===== src/rtl/csc_pkg.sv =====
package csc_pkg;

    typedef enum logic [2:0] {
        ST_IDLE,
        ST_RSV_HEAD,
        ST_RSV_TAIL,
        ST_WAIT_GRANT,
        ST_STREAM,
        ST_REL_HEAD,
        ST_REL_TAIL
    } csc_state_e;

    typedef enum logic [1:0] {
        FK_HEAD = 2'b01,
        FK_TAIL = 2'b10
    } flit_kind_e;

    typedef enum logic [1:0] {
        MSG_RESERVE = 2'b00,
        MSG_RELEASE = 2'b01
    } msg_type_e;

    function automatic logic offers_flit(csc_state_e s);
        return (s == ST_RSV_HEAD) || (s == ST_RSV_TAIL) ||
               (s == ST_REL_HEAD) || (s == ST_REL_TAIL);
    endfunction

    function automatic logic is_head_state(csc_state_e s);
        return (s == ST_RSV_HEAD) || (s == ST_REL_HEAD);
    endfunction

    function automatic logic is_release_state(csc_state_e s);
        return (s == ST_REL_HEAD) || (s == ST_REL_TAIL);
    endfunction

endpackage


===== src/rtl/csc_wait_timer.sv =====
module csc_wait_timer #(
    parameter int TMO_W = 8
) (
    input  logic             clk,
    input  logic             rst,
    input  logic             run,
    input  logic [TMO_W-1:0] limit,
    output logic             expired
);

    logic [TMO_W-1:0] cnt_q;

    always_ff @(posedge clk) begin
        if (rst || !run) begin
            cnt_q <= '0;
        end else if (cnt_q != limit) begin
            cnt_q <= cnt_q + 1'b1;
        end
    end

    assign expired = run && (cnt_q == limit);

endmodule


===== src/rtl/csc_stray_cnt.sv =====
module csc_stray_cnt #(
    parameter int STRAY_W   = 8,
    parameter bit STRAY_SAT = 1'b1
) (
    input  logic               clk,
    input  logic               rst,
    input  logic               inc,
    output logic [STRAY_W-1:0] count
);

    logic [STRAY_W-1:0] cnt_q;

    generate
        if (STRAY_SAT) begin : g_sat
            always_ff @(posedge clk) begin
                if (rst) begin
                    cnt_q <= '0;
                end else if (inc && (cnt_q != {STRAY_W{1'b1}})) begin
                    cnt_q <= cnt_q + 1'b1;
                end
            end
        end else begin : g_wrap
            always_ff @(posedge clk) begin
                if (rst) begin
                    cnt_q <= '0;
                end else if (inc) begin
                    cnt_q <= cnt_q + 1'b1;
                end
            end
        end
    endgenerate

    assign count = cnt_q;

endmodule


===== src/rtl/csc_flit_gen.sv =====
module csc_flit_gen
    import csc_pkg::*;
#(
    parameter int FLIT_W = 16,
    parameter int DEST_W = 6
) (
    input  csc_state_e         state,
    input  logic [DEST_W-1:0]  dest,
    output logic               flit_valid,
    output logic [FLIT_W-1:0]  flit_data
);

    localparam int PAD_W = FLIT_W - 4 - DEST_W;

    flit_kind_e         kind;
    msg_type_e          mtype;
    logic [DEST_W-1:0]  dest_field;

    always_comb begin
        flit_valid = offers_flit(state);
        kind       = is_head_state(state) ? FK_HEAD : FK_TAIL;
        mtype      = is_release_state(state) ? MSG_RELEASE : MSG_RESERVE;
        dest_field = is_head_state(state) ? dest : '0;
    end

    generate
        if (PAD_W > 0) begin : g_pad
            assign flit_data = {kind, mtype, {PAD_W{1'b0}}, dest_field};
        end else begin : g_nopad
            assign flit_data = {kind, mtype, dest_field};
        end
    endgenerate

endmodule


===== src/rtl/csc_seq.sv =====
module csc_seq
    import csc_pkg::*;
#(
    parameter int DEST_W = 6,
    parameter int LEN_W  = 8
) (
    input  logic               clk,
    input  logic               rst,
    input  logic               req_valid,
    input  logic [DEST_W-1:0]  req_dest,
    input  logic [LEN_W-1:0]   req_len,
    input  logic               flit_ready,
    input  logic               ack_pulse,
    input  logic               expired,
    input  logic               ch_ready,
    output csc_state_e         state,
    output logic [DEST_W-1:0]  dest_q,
    output logic               req_ready,
    output logic               ch_valid,
    output logic               done,
    output logic               error
);

    csc_state_e        state_q, state_d;
    logic [LEN_W-1:0]  remain_q;
    logic              timed_out_q;
    logic              done_q, err_q;
    logic              tail_taken;

    always_comb begin
        state_d = state_q;
        case (state_q)
            ST_IDLE:       if (req_valid)  state_d = ST_RSV_HEAD;
            ST_RSV_HEAD:   if (flit_ready) state_d = ST_RSV_TAIL;
            ST_RSV_TAIL:   if (flit_ready) state_d = ST_WAIT_GRANT;
            ST_WAIT_GRANT: begin
                if (ack_pulse) begin
                    state_d = (remain_q == '0) ? ST_REL_HEAD : ST_STREAM;
                end else if (expired) begin
                    state_d = ST_REL_HEAD;
                end
            end
            ST_STREAM:     if (ch_ready && (remain_q == LEN_W'(1))) state_d = ST_REL_HEAD;
            ST_REL_HEAD:   if (flit_ready) state_d = ST_REL_TAIL;
            ST_REL_TAIL:   if (flit_ready) state_d = ST_IDLE;
            default:       state_d = ST_IDLE;
        endcase
    end

    assign tail_taken = (state_q == ST_REL_TAIL) && flit_ready;

    always_ff @(posedge clk) begin
        if (rst) begin
            state_q     <= ST_IDLE;
            dest_q      <= '0;
            remain_q    <= '0;
            timed_out_q <= 1'b0;
            done_q      <= 1'b0;
            err_q       <= 1'b0;
        end else begin
            state_q <= state_d;
            done_q  <= tail_taken && !timed_out_q;
            err_q   <= tail_taken && timed_out_q;
            if ((state_q == ST_IDLE) && req_valid) begin
                dest_q      <= req_dest;
                remain_q    <= req_len;
                timed_out_q <= 1'b0;
            end
            if ((state_q == ST_STREAM) && ch_ready) begin
                remain_q <= remain_q - 1'b1;
            end
            if ((state_q == ST_WAIT_GRANT) && !ack_pulse && expired) begin
                timed_out_q <= 1'b1;
            end
        end
    end

    assign state     = state_q;
    assign req_ready = (state_q == ST_IDLE);
    assign ch_valid  = (state_q == ST_STREAM);
    assign done      = done_q;
    assign error     = err_q;

endmodule


===== src/rtl/circuit_setup_ctrl.sv =====
module circuit_setup_ctrl
    import csc_pkg::*;
#(
    parameter int DEST_W    = 6,
    parameter int LEN_W     = 8,
    parameter int TMO_W     = 8,
    parameter int FLIT_W    = 16,
    parameter int DATA_W    = 32,
    parameter int STRAY_W   = 8,
    parameter bit STRAY_SAT = 1'b1
) (
    input  logic               clk,
    input  logic               rst,
    input  logic               req_valid,
    output logic               req_ready,
    input  logic [DEST_W-1:0]  req_dest,
    input  logic [LEN_W-1:0]   req_len,
    input  logic [TMO_W-1:0]   timeout_cycles,
    output logic               flit_valid,
    input  logic               flit_ready,
    output logic [FLIT_W-1:0]  flit_data,
    input  logic               ack_pulse,
    output logic               ch_valid,
    input  logic               ch_ready,
    output logic [DATA_W-1:0]  ch_data,
    input  logic [DATA_W-1:0]  pay_word,
    output logic               pay_pop,
    output logic               done,
    output logic               error,
    output logic [STRAY_W-1:0] stray_count
);

    csc_state_e        state;
    logic [DEST_W-1:0] dest_q;
    logic              expired;
    logic              stray_inc;

    csc_seq #(.DEST_W(DEST_W), .LEN_W(LEN_W)) u_seq (
        .clk        (clk),
        .rst        (rst),
        .req_valid  (req_valid),
        .req_dest   (req_dest),
        .req_len    (req_len),
        .flit_ready (flit_ready),
        .ack_pulse  (ack_pulse),
        .expired    (expired),
        .ch_ready   (ch_ready),
        .state      (state),
        .dest_q     (dest_q),
        .req_ready  (req_ready),
        .ch_valid   (ch_valid),
        .done       (done),
        .error      (error)
    );

    csc_wait_timer #(.TMO_W(TMO_W)) u_timer (
        .clk     (clk),
        .rst     (rst),
        .run     (state == ST_WAIT_GRANT),
        .limit   (timeout_cycles),
        .expired (expired)
    );

    csc_flit_gen #(.FLIT_W(FLIT_W), .DEST_W(DEST_W)) u_flit (
        .state      (state),
        .dest       (dest_q),
        .flit_valid (flit_valid),
        .flit_data  (flit_data)
    );

    assign stray_inc = ack_pulse && (state != ST_WAIT_GRANT);

    csc_stray_cnt #(.STRAY_W(STRAY_W), .STRAY_SAT(STRAY_SAT)) u_stray (
        .clk   (clk),
        .rst   (rst),
        .inc   (stray_inc),
        .count (stray_count)
    );

    assign ch_data = pay_word;
    assign pay_pop = ch_valid && ch_ready;

endmodule


===== config.mk =====
export PLATFORM = sky130hd
export DESIGN_NAME = circuit_setup_ctrl
export DESIGN_NICKNAME = d
export VERILOG_FILES = /design/src/rtl/csc_pkg.sv /design/src/rtl/csc_wait_timer.sv /design/src/rtl/csc_stray_cnt.sv /design/src/rtl/csc_flit_gen.sv /design/src/rtl/csc_seq.sv /design/src/rtl/circuit_setup_ctrl.sv
export SDC_FILE = /design/constraint.sdc
export NUM_CORES = 1
export LEC_CHECK = 0
export BUFFER_PORTS_ARGS = -buffer_cell sky130_fd_sc_hd__buf_2
export CAP_MARGIN = 20
export CORE_UTILIZATION = 50
export DETAILED_ROUTE_END_ITERATION = 8
export PLACE_DENSITY = 0.87
export SYNTH_ARGS = -nofsm -noshare
export SYNTH_HDL_FRONTEND = slang
export SYNTH_HIERARCHICAL = 1
export SYNTH_SLANG_ARGS = --single-unit

===== constraint.sdc =====
create_clock -name clk -period 4.7 [get_ports clk]
set_input_delay 0.235 -clock clk [delete_from_list [all_inputs] [get_ports clk]]
set_output_delay 0.235 -clock clk [all_outputs]
set_load 0.02 [all_outputs]

Word level (Yosys, flattened, before mapping):

Index checks and enable logic that the tools add are counted.

* $add $sub $neg: 3
* equality and inequality tests: 18
* multiplexer cells: 17
* reduce and logical (&&, ||, !) cells: 25

Operator list (number)
* 3-bit 2-to-1 mux: 8
* 3-bit one-hot mux with 7 select lines: 1
* 8-bit by 1-bit adder with 8-bit output, second input constant: 2
* 8-bit 2-to-1 mux: 2
* 1-bit logical AND: 11
* 2-bit inequality test, second input constant: 5
* 3-bit equality test, second input constant: 3
* 8-bit by 1-bit equality test with 1-bit output, second input constant: 1
* 8-bit equality test: 1
* 8-bit zero test: 1
* 8-bit inequality test: 1
* 8-bit inequality test, second input constant: 1
* 8-bit by 1-bit subtractor with 8-bit output, second input constant: 1
* 7-bit AND reduction: 1
* 3-bit by 2-bit equality test with 1-bit output, second input constant: 2
* 1-bit logical OR: 6
* 6-bit 2-to-1 mux: 1
* 1-bit 2-to-1 mux: 4
* 2-bit nonzero test: 2
* 3-bit by 1-bit equality test with 1-bit output, second input constant: 1
* 1-bit zero test: 3
* 3-bit zero test: 1
* 3-bit by 2-bit inequality test with 1-bit output, second input constant: 1
* 3-bit inequality test, second input constant: 1
* other kinds (2): 2

* bits in registers: 36
* logic and storage cells: 71

Depth between registers and ports, before layout:

* depth after elaboration: 5
* mapped depth: 7
* mapped depth without buffers: 6

Modules after synthesis:

The synthesis kept the hierarchy.

Modules (own cells, without submodules)
* csc_seq: times used 1, cells each 128, area an instance 1046.0 um^2
* csc_wait_timer: times used 1, cells each 65, area an instance 540.5 um^2
* csc_stray_cnt: times used 1, cells each 46, area an instance 430.4 um^2
* circuit_setup_ctrl: times used 1, cells each 36, area an instance 261.5 um^2
* csc_flit_gen: times used 1, cells each 21, area an instance 141.4 um^2

Worst setup path before layout:

Ideal clock, no wire load.

* path type: register -> register
* start: register u_timer.cnt_q[0]
* end: register u_seq.state_q[2] (netlist: u_seq/state[2])
* setup time: 0.128 ns
* arrival time: 1.774 ns
* data required time: 4.572 ns
* setup slack: 2.798 ns
* cell stages (with the launch flop): 8
* buffers on the path: 1
* clock period less this slack: 1.902 ns
* cell sequence: dfxtp_1 -> xnor2_1 -> and4_1 -> buf_2 -> and3_2 -> or4_1 -> a22oi_1 -> nor2_1

* word-level cells in the longest chain between the ends: 4

Ends and longest elaborated chain
* from (decl): RTL line csc_wait_timer.sv:11 `logic [TMO_W-1:0] cnt_q;`
* from (signal assigned): RTL line csc_wait_timer.sv:17 `cnt_q <= cnt_q + 1'b1;`
* 8-bit equality test: RTL line csc_wait_timer.sv:21 `assign expired = run && (cnt_q == limit);`
* 1-bit logical AND: RTL line csc_wait_timer.sv:21
* named net expired: RTL line circuit_setup_ctrl.sv:35 `logic expired;`
* 3-bit inequality test (no source line)
* 7-bit AND reduction (no source line)
* to (signal assigned): RTL line csc_seq.sv:61 `state_q <= state_d;`
* to (decl): RTL line csc_seq.sv:24 `csc_state_e state_q, state_d;`

The timed path passes the listed nets, and every way through them passes these cells.
A chain may end at the register's enable or synchronous reset.

Worst setup path in the final report:

Same ends and word-level chain as after synthesis.

==> reports/results.tsv <==
stage	metric	value	unit
run_status	outcome	finished, final reports clean	
floorplanning	die_area	5120	um2
layout	fillers	414	
cts	insertion_delay	0.29	ns
route	drt_iter0_drc	129	
cts	hold_buffers	0	
cts	cts.htree.levels	2	
synthesis	synth.distinct_cells	57	
floorplanning	ios	122	
floorplanning	die_w	71.6	um
placed_design	place.gp.congestion	0.859	
route	avgViaCountPerCell	5.72	
route	firstDrtPassIters	4	
floorplanning	row_count	24	
grt	grt_pass1_wl	7670	um
worst_setup_path	start_kind	register	
cts	cts_buffer_depth	2	
worst_setup_path	critPathKind	reg2reg	
worst_setup_path	critPathCaptureType	register	
grt	grt_antenna_before_repair	0	
sta	fin_skew	0.00833	ns
cts	path_clk_slew	0.07	ns
sta	setup_viol	0	
layout	antenna_cells	0	
worst_setup_path	worstPathRequired	4.86	ns
layout	syn_to_final_growth	2.79	%
placed_design	io_buffers	50	
sta	worst_slew_pin_slew	0.728	ns
pwr	power	764	uW
synthesis	netlist_instances	296	
layout	layout-drive-gt1-share	22.4	%
synthesis	ys_ff_latch	36	
worst_setup_path	cp_max_fo	11	
synthesis	synth_area	2420	um2
route	drc	0	
synthesis	synth-warning-count	6	
placed_design	dpl-instance-area	2390	um2
min_path	hold_class	in2reg	
sta	rsz0062_at_grt	no	
sta	drv_slew	0	
cts	cts_buffers	5	
floorplanning	core-area	4500	um2
cts	cts_tree	yes	
grt	grt_pass1_vias	1810	
synthesis	synth_edf_count	0	
sta	period_share	44.1	%
floorplanning	start_util	53.7	%
route	drt_wl_total	4640	um
job	max_cap_viol_count	0	
route	wl_per_cell	12.9	um
grt	grt_max_degree	31	
worst_setup_path	arrival	2.23	ns
synthesis	ys_seq_area_share	29.8	%
sta	period_needed	2.07	ns
route	via_count	2059	
grt	grt.overflow.total	0	
pwr	leakagePower	1.01	nW
sta	clock.fmax	0.482	GHz
placed_design	pre_cts_slack	2.67	ns
sta	worst_slack	2.63	ns
sta	final_hold_viol_count	0	
synthesis	async_reset_ff_share	0	%
cts	cts.repair.resized	0	
floorplanning	die_y	71.6	um
pwr	vdd_drop_max	0.156	mV
grt	grt_use_total	18.9	%
placed_design	place_hpwl	3320	um
sta	slew_headroom	51.2	%
layout	fin_area	2490	um2
synthesis	syn_area_per_cell	8.18	um2
cts	root_buffer	clkbuf_8	
sta	setup_tns	0	ns
synthesis	synth_ff_type	dfxtp_1	
cts	post_cts_buffers	0	
cts	cts.sinks	36	
pwr	power-per-cell-area	307	nW/um2
layout	final_util	55.2	%
layout	fin_nets	374	
route	detail-route-antenna-nets	0	
## where the power goes
group          total [mW]  internal (mW)  switching (mW)  leakage (nW)
Clock               0.240          0.131           0.110        0.0503
Sequential          0.353          0.324          0.0293         0.293
Combinational       0.171         0.0705           0.100         0.666
## critical path, stage by stage, from the launching register on
cell	delay, ns
dfxtp_1	0.46
xnor2_1	0.13
and4_1	0.30
and3_2	0.25
or4_1	0.54
a22oi_1	0.20
nor2_1	0.05
## metrics by stage
step / std cells / hold WS (ns)
finish: 360 / 0.174
CTS: 360 / 0.169
global route: 360 / 0.180
global placement: 353 / 0.439
floorplan: 302 / 0.307
detailed placement: 353 / 0.442
## worst paths after layout
kind | start | to | slack [ns] | cells past startpoint
worst max register to register | u_timer/cnt_q[0]$_SDFFE_PP0P_ | u_seq/state[2]$_SDFFE_PP0P_ | 2.63 | 6
worst min-delay path | req_dest[0] | u_seq/dest_q[0]$_SDFFE_PP0P_ | 0.17 | 3
worst max-delay path | u_timer/cnt_q[0]$_SDFFE_PP0P_ | u_seq/state[2]$_SDFFE_PP0P_ | 2.63 | 6
worst min register to register | u_seq/dest_q[2]$_SDFFE_PP0P_ | u_seq/dest_q[2]$_SDFFE_PP0P_ | 0.45 | 2
## Yosys cell counts, drive strengths merged (3+ instances only)
library cell / n / area, um2
o21a: 4 / 30.0
dfxtp: 36 / 721
mux2i: 3 / 30.0
a22oi: 3 / 22.5
a211oi: 4 / 30.0
a21oi: 24 / 120
a31oi: 3 / 18.8
and2: 8 / 50.1
a2111o: 4 / 45.0
nand4: 7 / 43.8
nand2b: 7 / 43.8
a21boi: 3 / 33.8
inv: 9 / 33.8
and4: 4 / 37.5
xnor2: 8 / 70.1
buf: 47 / 352
nor3: 10 / 50.1
nor4: 3 / 18.8
nand2: 30 / 115
o21ai: 12 / 60.1
clkbuf: 4 / 15.0
ha: 6 / 75.1
nor2: 17 / 63.8
nand3: 10 / 50.1
## registers in the layout, indices dropped and copies added, names as in the netlist
register and cells:
u_seq/dest_q 6, u_seq/done 1, u_seq/error 1, u_seq/remain_q 8
u_seq/state 3, u_seq/timed_out_q 1, u_stray/count 8, u_timer/cnt_q 8
## layer usage
layer | vias to the layer above | wire [um] | global-route usage, %
met4 | 0 | 72 | 9.37
met2 | 82 | 2090 | 31.0
met5 | - | 0 | 0
met3 | 11 | 321 | 4.08
met1 | 924 | 2150 | 23.5
li1 | 1042 | - | -
## layout make-up
class | instances | area, um2 | share of cell area [%]
Sequential cell | 36 | 721 | 29.0
Inverter | 9 | 33.8 | 1.36
Tap cell | 52 | 65.1 | 2.62
Multi-Input combinational cell | 206 | 1320 | 53.1
Timing Repair Buffer | 50 | 250 | 10.1
Clock buffer | 7 | 96.3 | 3.87
## layout by cell type, fill, tap and decap left out, types with 4 or more instances in the layout
master    count
buf_2        50
dfxtp_1      36
nand2_1      29
a21oi_1      24
nor2_1       17
o21ai_0      11
nor3_1       10
nand3_1      10
inv_1         9
and2_1        8
xnor2_1       8
clkbuf_8      7
conb_1        7
nand2b_1      7
nand4_1       7
ha_1          6
o21a_1        4
a211oi_1      4
a2111o_1      4
## cells by family after synthesis
family                   synth area share (%)
AND/OR/NAND/NOR                          25.7
AO/OA/AOI/OAI                            20.0
buffers and inverters                    16.5
flip-flops                               29.8
XOR/XNOR                                 2.90
adder cells (fa/ha/maj)                  3.10
multiplexers                             1.86
other                                   0.155
Note: power is estimated with default switching activity, not from simulation.
